[src/rtl/fcd_pkg.sv]
package fcd_pkg;
  // Output high time in half-cycles for a period of `halves` half-cycles.
  function automatic int high_halves(input int halves);
    return (halves + 1) / 2;
  endfunction

  // Bits needed to hold a phase index plus a step of two.
  function automatic int phase_bits(input int halves);
    return $clog2(halves + 2);
  endfunction
endpackage

[src/rtl/fcd_align_sync.sv]
module fcd_align_sync #(
  parameter int SYNC_STAGES = 2
) (
  input  logic clk,
  input  logic rst,
  input  logic align_in,
  output logic slip_req
);
  logic [SYNC_STAGES:0] sh_q;

  always_ff @(posedge clk or posedge rst) begin
    if (rst) sh_q <= '0;
    else     sh_q <= {sh_q[SYNC_STAGES-1:0], align_in};
  end

  assign slip_req = sh_q[SYNC_STAGES-1] & ~sh_q[SYNC_STAGES];

  // a request is a single-cycle pulse, however long align_in stays high
  p_single_slip_r5: assert property (@(posedge clk) disable iff (rst)
    slip_req |=> !slip_req);
endmodule

[src/rtl/fcd_rise_stage.sv]
module fcd_rise_stage #(
  parameter int HALVES = 4,
  parameter int HIGH   = 2,
  parameter int PW     = 3
) (
  input  logic          clk,
  input  logic          rst,
  input  logic          slip_req,
  output logic [PW-1:0] ph_q,
  output logic          held_q,
  output logic          tog_q
);
  localparam logic [PW:0]   LIM  = (PW+1)'(HALVES);
  localparam logic [PW-1:0] HI_P = PW'(HIGH);
  localparam logic [PW-1:0] RST_P = PW'(HALVES - 2);

  logic [PW:0]   sum;
  logic [PW-1:0] nxt;
  logic          edge_here;

  always_comb begin
    sum = {1'b0, ph_q} + (PW+1)'(2);
    if (sum >= LIM) nxt = PW'(sum - LIM);
    else            nxt = PW'(sum);
    edge_here = (nxt == '0) || (nxt == HI_P);
  end

  always_ff @(posedge clk or posedge rst) begin
    if (rst) begin
      ph_q   <= RST_P;
      held_q <= 1'b0;
      tog_q  <= 1'b0;
    end else begin
      held_q <= slip_req;
      if (!slip_req) begin
        ph_q <= nxt;
        if (edge_here) tog_q <= ~tog_q;
      end
    end
  end
endmodule

[src/rtl/fcd_fall_stage.sv]
module fcd_fall_stage #(
  parameter int HALVES = 7,
  parameter int HIGH   = 4,
  parameter int PW     = 4
) (
  input  logic          clk,
  input  logic          rst,
  input  logic [PW-1:0] ph,
  input  logic          held,
  output logic          tog_q
);
  localparam logic [PW-1:0] LAST = PW'(HALVES - 1);
  localparam logic [PW-1:0] HI_P = PW'(HIGH);

  logic [PW-1:0] fph;
  logic          edge_here;

  always_comb begin
    fph       = (ph == LAST) ? '0 : ph + PW'(1);
    edge_here = (fph == '0) || (fph == HI_P);
  end

  always_ff @(negedge clk or posedge rst) begin
    if (rst)                     tog_q <= 1'b0;
    else if (!held && edge_here) tog_q <= ~tog_q;
  end
endmodule

[src/rtl/frac_edge_clk_div.sv]
module frac_edge_clk_div #(
  parameter int DIV_HALVES   = 4,
  parameter bit USE_CHIP_RST = 1'b0
) (
  input  logic clk_in,
  input  logic rst,
  input  logic chip_rst,
  input  logic align_in,
  output logic clk_out
);
  import fcd_pkg::*;

  localparam int HIGH = high_halves(DIV_HALVES);
  localparam int PW   = phase_bits(DIV_HALVES);

  logic          rst_any;
  logic          slip_req;
  logic [PW-1:0] ph;
  logic          held_q;
  logic          tog_r;
  logic          tog_f;

  generate
    if (USE_CHIP_RST) begin : g_chip_rst
      assign rst_any = rst | chip_rst;
    end else begin : g_no_chip_rst
      logic unused_chip_rst;
      assign unused_chip_rst = chip_rst;
      assign rst_any = rst;
    end
  endgenerate

  fcd_align_sync #(.SYNC_STAGES(2)) u_sync (
    .clk(clk_in), .rst(rst_any), .align_in(align_in), .slip_req(slip_req)
  );

  fcd_rise_stage #(.HALVES(DIV_HALVES), .HIGH(HIGH), .PW(PW)) u_rise (
    .clk(clk_in), .rst(rst_any), .slip_req(slip_req),
    .ph_q(ph), .held_q(held_q), .tog_q(tog_r)
  );

  generate
    if (DIV_HALVES % 2 == 1) begin : g_fall
      fcd_fall_stage #(.HALVES(DIV_HALVES), .HIGH(HIGH), .PW(PW)) u_fall (
        .clk(clk_in), .rst(rst_any), .ph(ph), .held(held_q), .tog_q(tog_f)
      );
    end else begin : g_no_fall
      logic [PW-1:0] unused_ph;
      assign unused_ph = ph;
      assign tog_f = 1'b0;
    end
  endgenerate

  // Only one toggle flop moves at any edge, so the XOR cannot glitch.
  assign clk_out = tog_r ^ tog_f;

  // output is low whenever reset is active
  p_rst_low_r3: assert property (@(posedge clk_in) rst_any |-> !clk_out);

  // across a slipped cycle the output keeps its level
  p_hold_freezes_out_r6: assert property (@(posedge clk_in) disable iff (rst_any)
    held_q |-> $stable(clk_out));

  generate
    if (DIV_HALVES == 4) begin : g_chk_div2
      // without a slip the ratio-2 output alternates every input cycle
      p_div2_alternate_r1: assert property (@(posedge clk_in) disable iff (rst_any)
        (!$past(rst_any) && !$past(rst_any, 2) && !held_q) |-> (clk_out != $past(clk_out)));
    end
  endgenerate
endmodule

[config.mk]
export PLATFORM = sky130hd
export DESIGN_NAME = frac_edge_clk_div
export DESIGN_NICKNAME = d
export VERILOG_FILES = /design/src/rtl/fcd_pkg.sv /design/src/rtl/fcd_align_sync.sv /design/src/rtl/fcd_rise_stage.sv /design/src/rtl/fcd_fall_stage.sv /design/src/rtl/frac_edge_clk_div.sv
export SDC_FILE = /design/constraint.sdc
export NUM_CORES = 1
export LEC_CHECK = 0
export BUFFER_PORTS_ARGS = -buffer_cell sky130_fd_sc_hd__buf_2
export CAP_MARGIN = 20
export CELL_PAD_IN_SITES_DETAIL_PLACEMENT = 0
export CELL_PAD_IN_SITES_GLOBAL_PLACEMENT = 1
export CORE_AREA = 2 2 39 41
export CTS_CLUSTER_DIAMETER = 40
export DETAILED_ROUTE_END_ITERATION = 12
export DIE_AREA = 0 0 41 43
export GPL_ROUTABILITY_DRIVEN = 1
export GPL_TIMING_DRIVEN = 1
export HOLD_SLACK_MARGIN = 0.05
export PLACE_DENSITY_LB_ADDON = 0.1
export SLEW_MARGIN = 20
export SYNTH_ARGS = -nofsm -noshare
export SYNTH_HDL_FRONTEND = slang
export SYNTH_HIERARCHICAL = 1
export SYNTH_SLANG_ARGS = --single-unit
[constraint.sdc]
create_clock -name clk_in -period 1 [get_ports clk_in]
set_input_delay 0.2 -clock clk_in [delete_from_list [all_inputs] [get_ports clk_in]]
set_output_delay 0.2 -clock clk_in [all_outputs]
set_load 0.02 [all_outputs]
==> flow_results.xml <==
<?xml version="1.0" encoding="UTF-8"?>
<metrics>
  <group name="timing">
    <metric name="hold_slack" unit="ps">353</metric>
    <metric name="slew_headroom" unit="%">92.2</metric>
    <metric name="final_hold_viol_count" unit="">0</metric>
    <metric name="final_setup_violation_count" unit="">0</metric>
    <metric name="report.final.slew_viol_count" unit="">0</metric>
    <metric name="achievable-frequency" unit="GHz">1.04</metric>
    <metric name="grt_setup_unrepaired" unit="">false</metric>
    <metric name="clock_skews" unit="ps">7.05</metric>
    <metric name="worstMarginPinSlew" unit="ps">116</metric>
    <metric name="final.min_clock_period" unit="ps">960</metric>
    <metric name="min_period_over_period" unit="%">96.0</metric>
    <metric name="setup_total_negative_slack" unit="ps">0</metric>
  </group>
  <group name="logic_synthesis">
    <metric name="synth_nets" unit="">17</metric>
    <metric name="syn_avg_cell_area" unit="µm²">15.9</metric>
    <metric name="yosysWarnings" unit="">6</metric>
    <metric name="netlist_area_before_placement" unit="µm²">206</metric>
    <metric name="postSynthCellCount" unit="">13</metric>
  </group>
  <group name="drt">
    <metric name="postRouteWirelength" unit="µm">293</metric>
    <metric name="route.detailed.wl_per_inst" unit="µm">7.33</metric>
    <metric name="drc" unit="">0</metric>
    <metric name="drt_iter0_markers" unit="">0</metric>
    <metric name="num_vias" unit="">116</metric>
    <metric name="drt.antenna.violating_nets" unit="">0</metric>
    <metric name="drt_pre_antenna_iters" unit="">1</metric>
    <metric name="viasPerCell" unit="">2.90</metric>
  </group>
  <group name="worst_setup_path">
    <metric name="cp_cell_sequence" unit="">buf_6</metric>
    <metric name="cp_data_arrival_time" unit="ps">760</metric>
    <metric name="crit-reg2reg-launch" unit="">u_rise/tog_q</metric>
    <metric name="timing.reg2reg.setup_slack" unit="ps">110</metric>
    <metric name="crit_path_max_fanout" unit="">2</metric>
    <metric name="cp_slowest_stage_delay" unit="ps">380</metric>
    <metric name="buffer_and_inverter_count_on_the_worst_path" unit="">1</metric>
    <metric name="r2r_cells" unit="">3</metric>
    <metric name="cpLargestDelayFamily" unit="">flip-flops</metric>
    <metric name="worst_r2r_endpoint" unit="">u_rise/tog_q</metric>
    <metric name="end_kind" unit="">output port</metric>
    <metric name="critPathSlowestCell" unit="">dfrtp_1</metric>
    <metric name="worstPathRequired" unit="ps">800</metric>
    <metric name="setup.worst_path.start_class" unit="">flop</metric>
    <metric name="worstSetupPathType" unit="">flop to output port</metric>
  </group>
  <group name="grt">
    <metric name="grt_pass1_vias" unit="">136</metric>
    <metric name="grt.met2_usage" unit="%">5.94</metric>
    <metric name="antenna_violations_before_repair" unit="">0</metric>
    <metric name="grt_first_pass_wirelength" unit="µm">531</metric>
    <metric name="grt_overflow_total" unit="">0</metric>
    <metric name="grt_usage" unit="%">5.06</metric>
    <metric name="gr-usage-met1" unit="%">5.28</metric>
    <metric name="grt_start_max_net_pins" unit="">5</metric>
    <metric name="global_route_met3_usage" unit="%">1.57</metric>
    <metric name="grt_most_used_layer" unit="">met4</metric>
  </group>
  <group name="layout">
    <metric name="n_fill_cell" unit="">150</metric>
    <metric name="areaGrowthSynthToFinish" unit="%">49.7</metric>
    <metric name="fin_cells" unit="">40</metric>
    <metric name="number_of_diodes" unit="">0</metric>
    <metric name="final_net_count" unit="">29</metric>
    <metric name="share_of_layout_cells_above_drive_strength_1" unit="%">45.8</metric>
    <metric name="util_after_layout" unit="%">22.3</metric>
  </group>
  <group name="worst_hold_path">
    <metric name="holdPathEnd" unit="">u_sync/sh_q[1]</metric>
    <metric name="hold_path.class" unit="">flop to flop</metric>
    <metric name="holdCritStartpoint" unit="">u_sync/sh_q[0]</metric>
    <metric name="whs_path_depth" unit="">0</metric>
  </group>
  <group name="power_and_ir_drop">
    <metric name="power.ir.vdd_worst" unit="mV">0.462</metric>
    <metric name="design_power_total" unit="W">0.000778</metric>
    <metric name="total_leakage_power" unit="nW">0.145</metric>
    <metric name="p_per_area" unit="nW/µm²">2520</metric>
  </group>
  <group name="cts">
    <metric name="tritoncts" unit="">built</metric>
    <metric name="worst_skew_pair.late_latency" unit="ps">240</metric>
    <metric name="clock_sink_count" unit="">6</metric>
    <metric name="clk_path_buf_depth" unit="">2</metric>
    <metric name="numCtsBuffers" unit="">3</metric>
    <metric name="clock_tree.root_cell" unit="">clkbuf_4</metric>
    <metric name="htreeDepth" unit="">1</metric>
    <metric name="clk_pin_slew" unit="ps">50</metric>
  </group>
  <group name="floorplan">
    <metric name="placeableCoreArea" unit="µm²">1380</metric>
    <metric name="std_cell_rows" unit="">14</metric>
    <metric name="die_height" unit="µm">43</metric>
    <metric name="start_util" unit="%">14.9</metric>
    <metric name="fp.dieArea" unit="µm²">1760</metric>
    <metric name="die_width" unit="µm">41</metric>
    <metric name="io-pin-count" unit="">5</metric>
  </group>
  <group name="run_status">
    <metric name="run_status" unit="">complete, no violations</metric>
  </group>
  <group name="place">
    <metric name="gp_congestion" unit="">0.530</metric>
    <metric name="place_inst" unit="">32</metric>
    <metric name="io_buffers" unit="">3</metric>
  </group>
  <group name="job">
    <metric name="drv_cap" unit="">0</metric>
  </group>
</metrics>
## repair_timing
item / in CTS / in global routing
hold buffers: 2 / 0
gates resized for setup: 1 / 1
endpoints found under the hold margin: 7 / 0
endpoints found under the setup margin: 1 / 1
setup buffers: 1 / 1
## cell type report
type	count	area, µm²	share of cell area (%)
timing repair buffer	7	56.3	18.2
multi-input combinational	5	47.5	15.4
clock buffer	4	26.3	8.50
tap	16	20.0	6.48
inverter	2	7.51	2.43
sequential	6	151	49.0
## flip-flops by register name, summed over array words and instances, names as in the netlist
register      count
u_rise/tog_q      1
u_sync/sh_q       3
u_rise/ph_q       2
## power by group
group | switching [W] | internal [W]
logic | 0.0000679 | 0.000121
registers | 0.0000407 | 0.000308
clock network | 0.0000888 | 0.000151
## per-layer routing
layer	up-vias	wire length, µm	part of all wire (%)
li1	61	-	-
met1	53	151	52
met2	2	133	45
met3	0	8	2.7
met4	0	0	0
met5	-	0	0
## cells in the final DEF, fill, tap and decap left out, drive strengths merged
cell type,count
xnor2,1
a21oi,1
clkbuf,4
buf,5
dlygate4sd3,2
dfrtp,5
nor2b,1
o21a,1
dfstp,1
inv,2
xor2,1
## worst max path at each step
stage              endpoint  cells past startpoint      startpoint
2_1_floorplan  u_rise/tog_q                      2  u_rise/ph_q[1]
3_3_place_gp   u_rise/tog_q                      2  u_rise/ph_q[1]
3_5_place_dp   u_rise/tog_q                      2  u_rise/ph_q[1]
4_1_cts             clk_out                      1    u_rise/tog_q
5_1_grt             clk_out                      1    u_rise/tog_q
6_report            clk_out                      1    u_rise/tog_q
## metrics by stage
step / instance area [µm²] / worst slack [ps]
final: 309 / 40.4
after global routing: 309 / 9.56
after CTS: 298 / 11.5
after detailed placement: 241 / 133
after global placement: 241 / 133
after floorplan: 206 / 154
(Power assumes the default switching activity.)
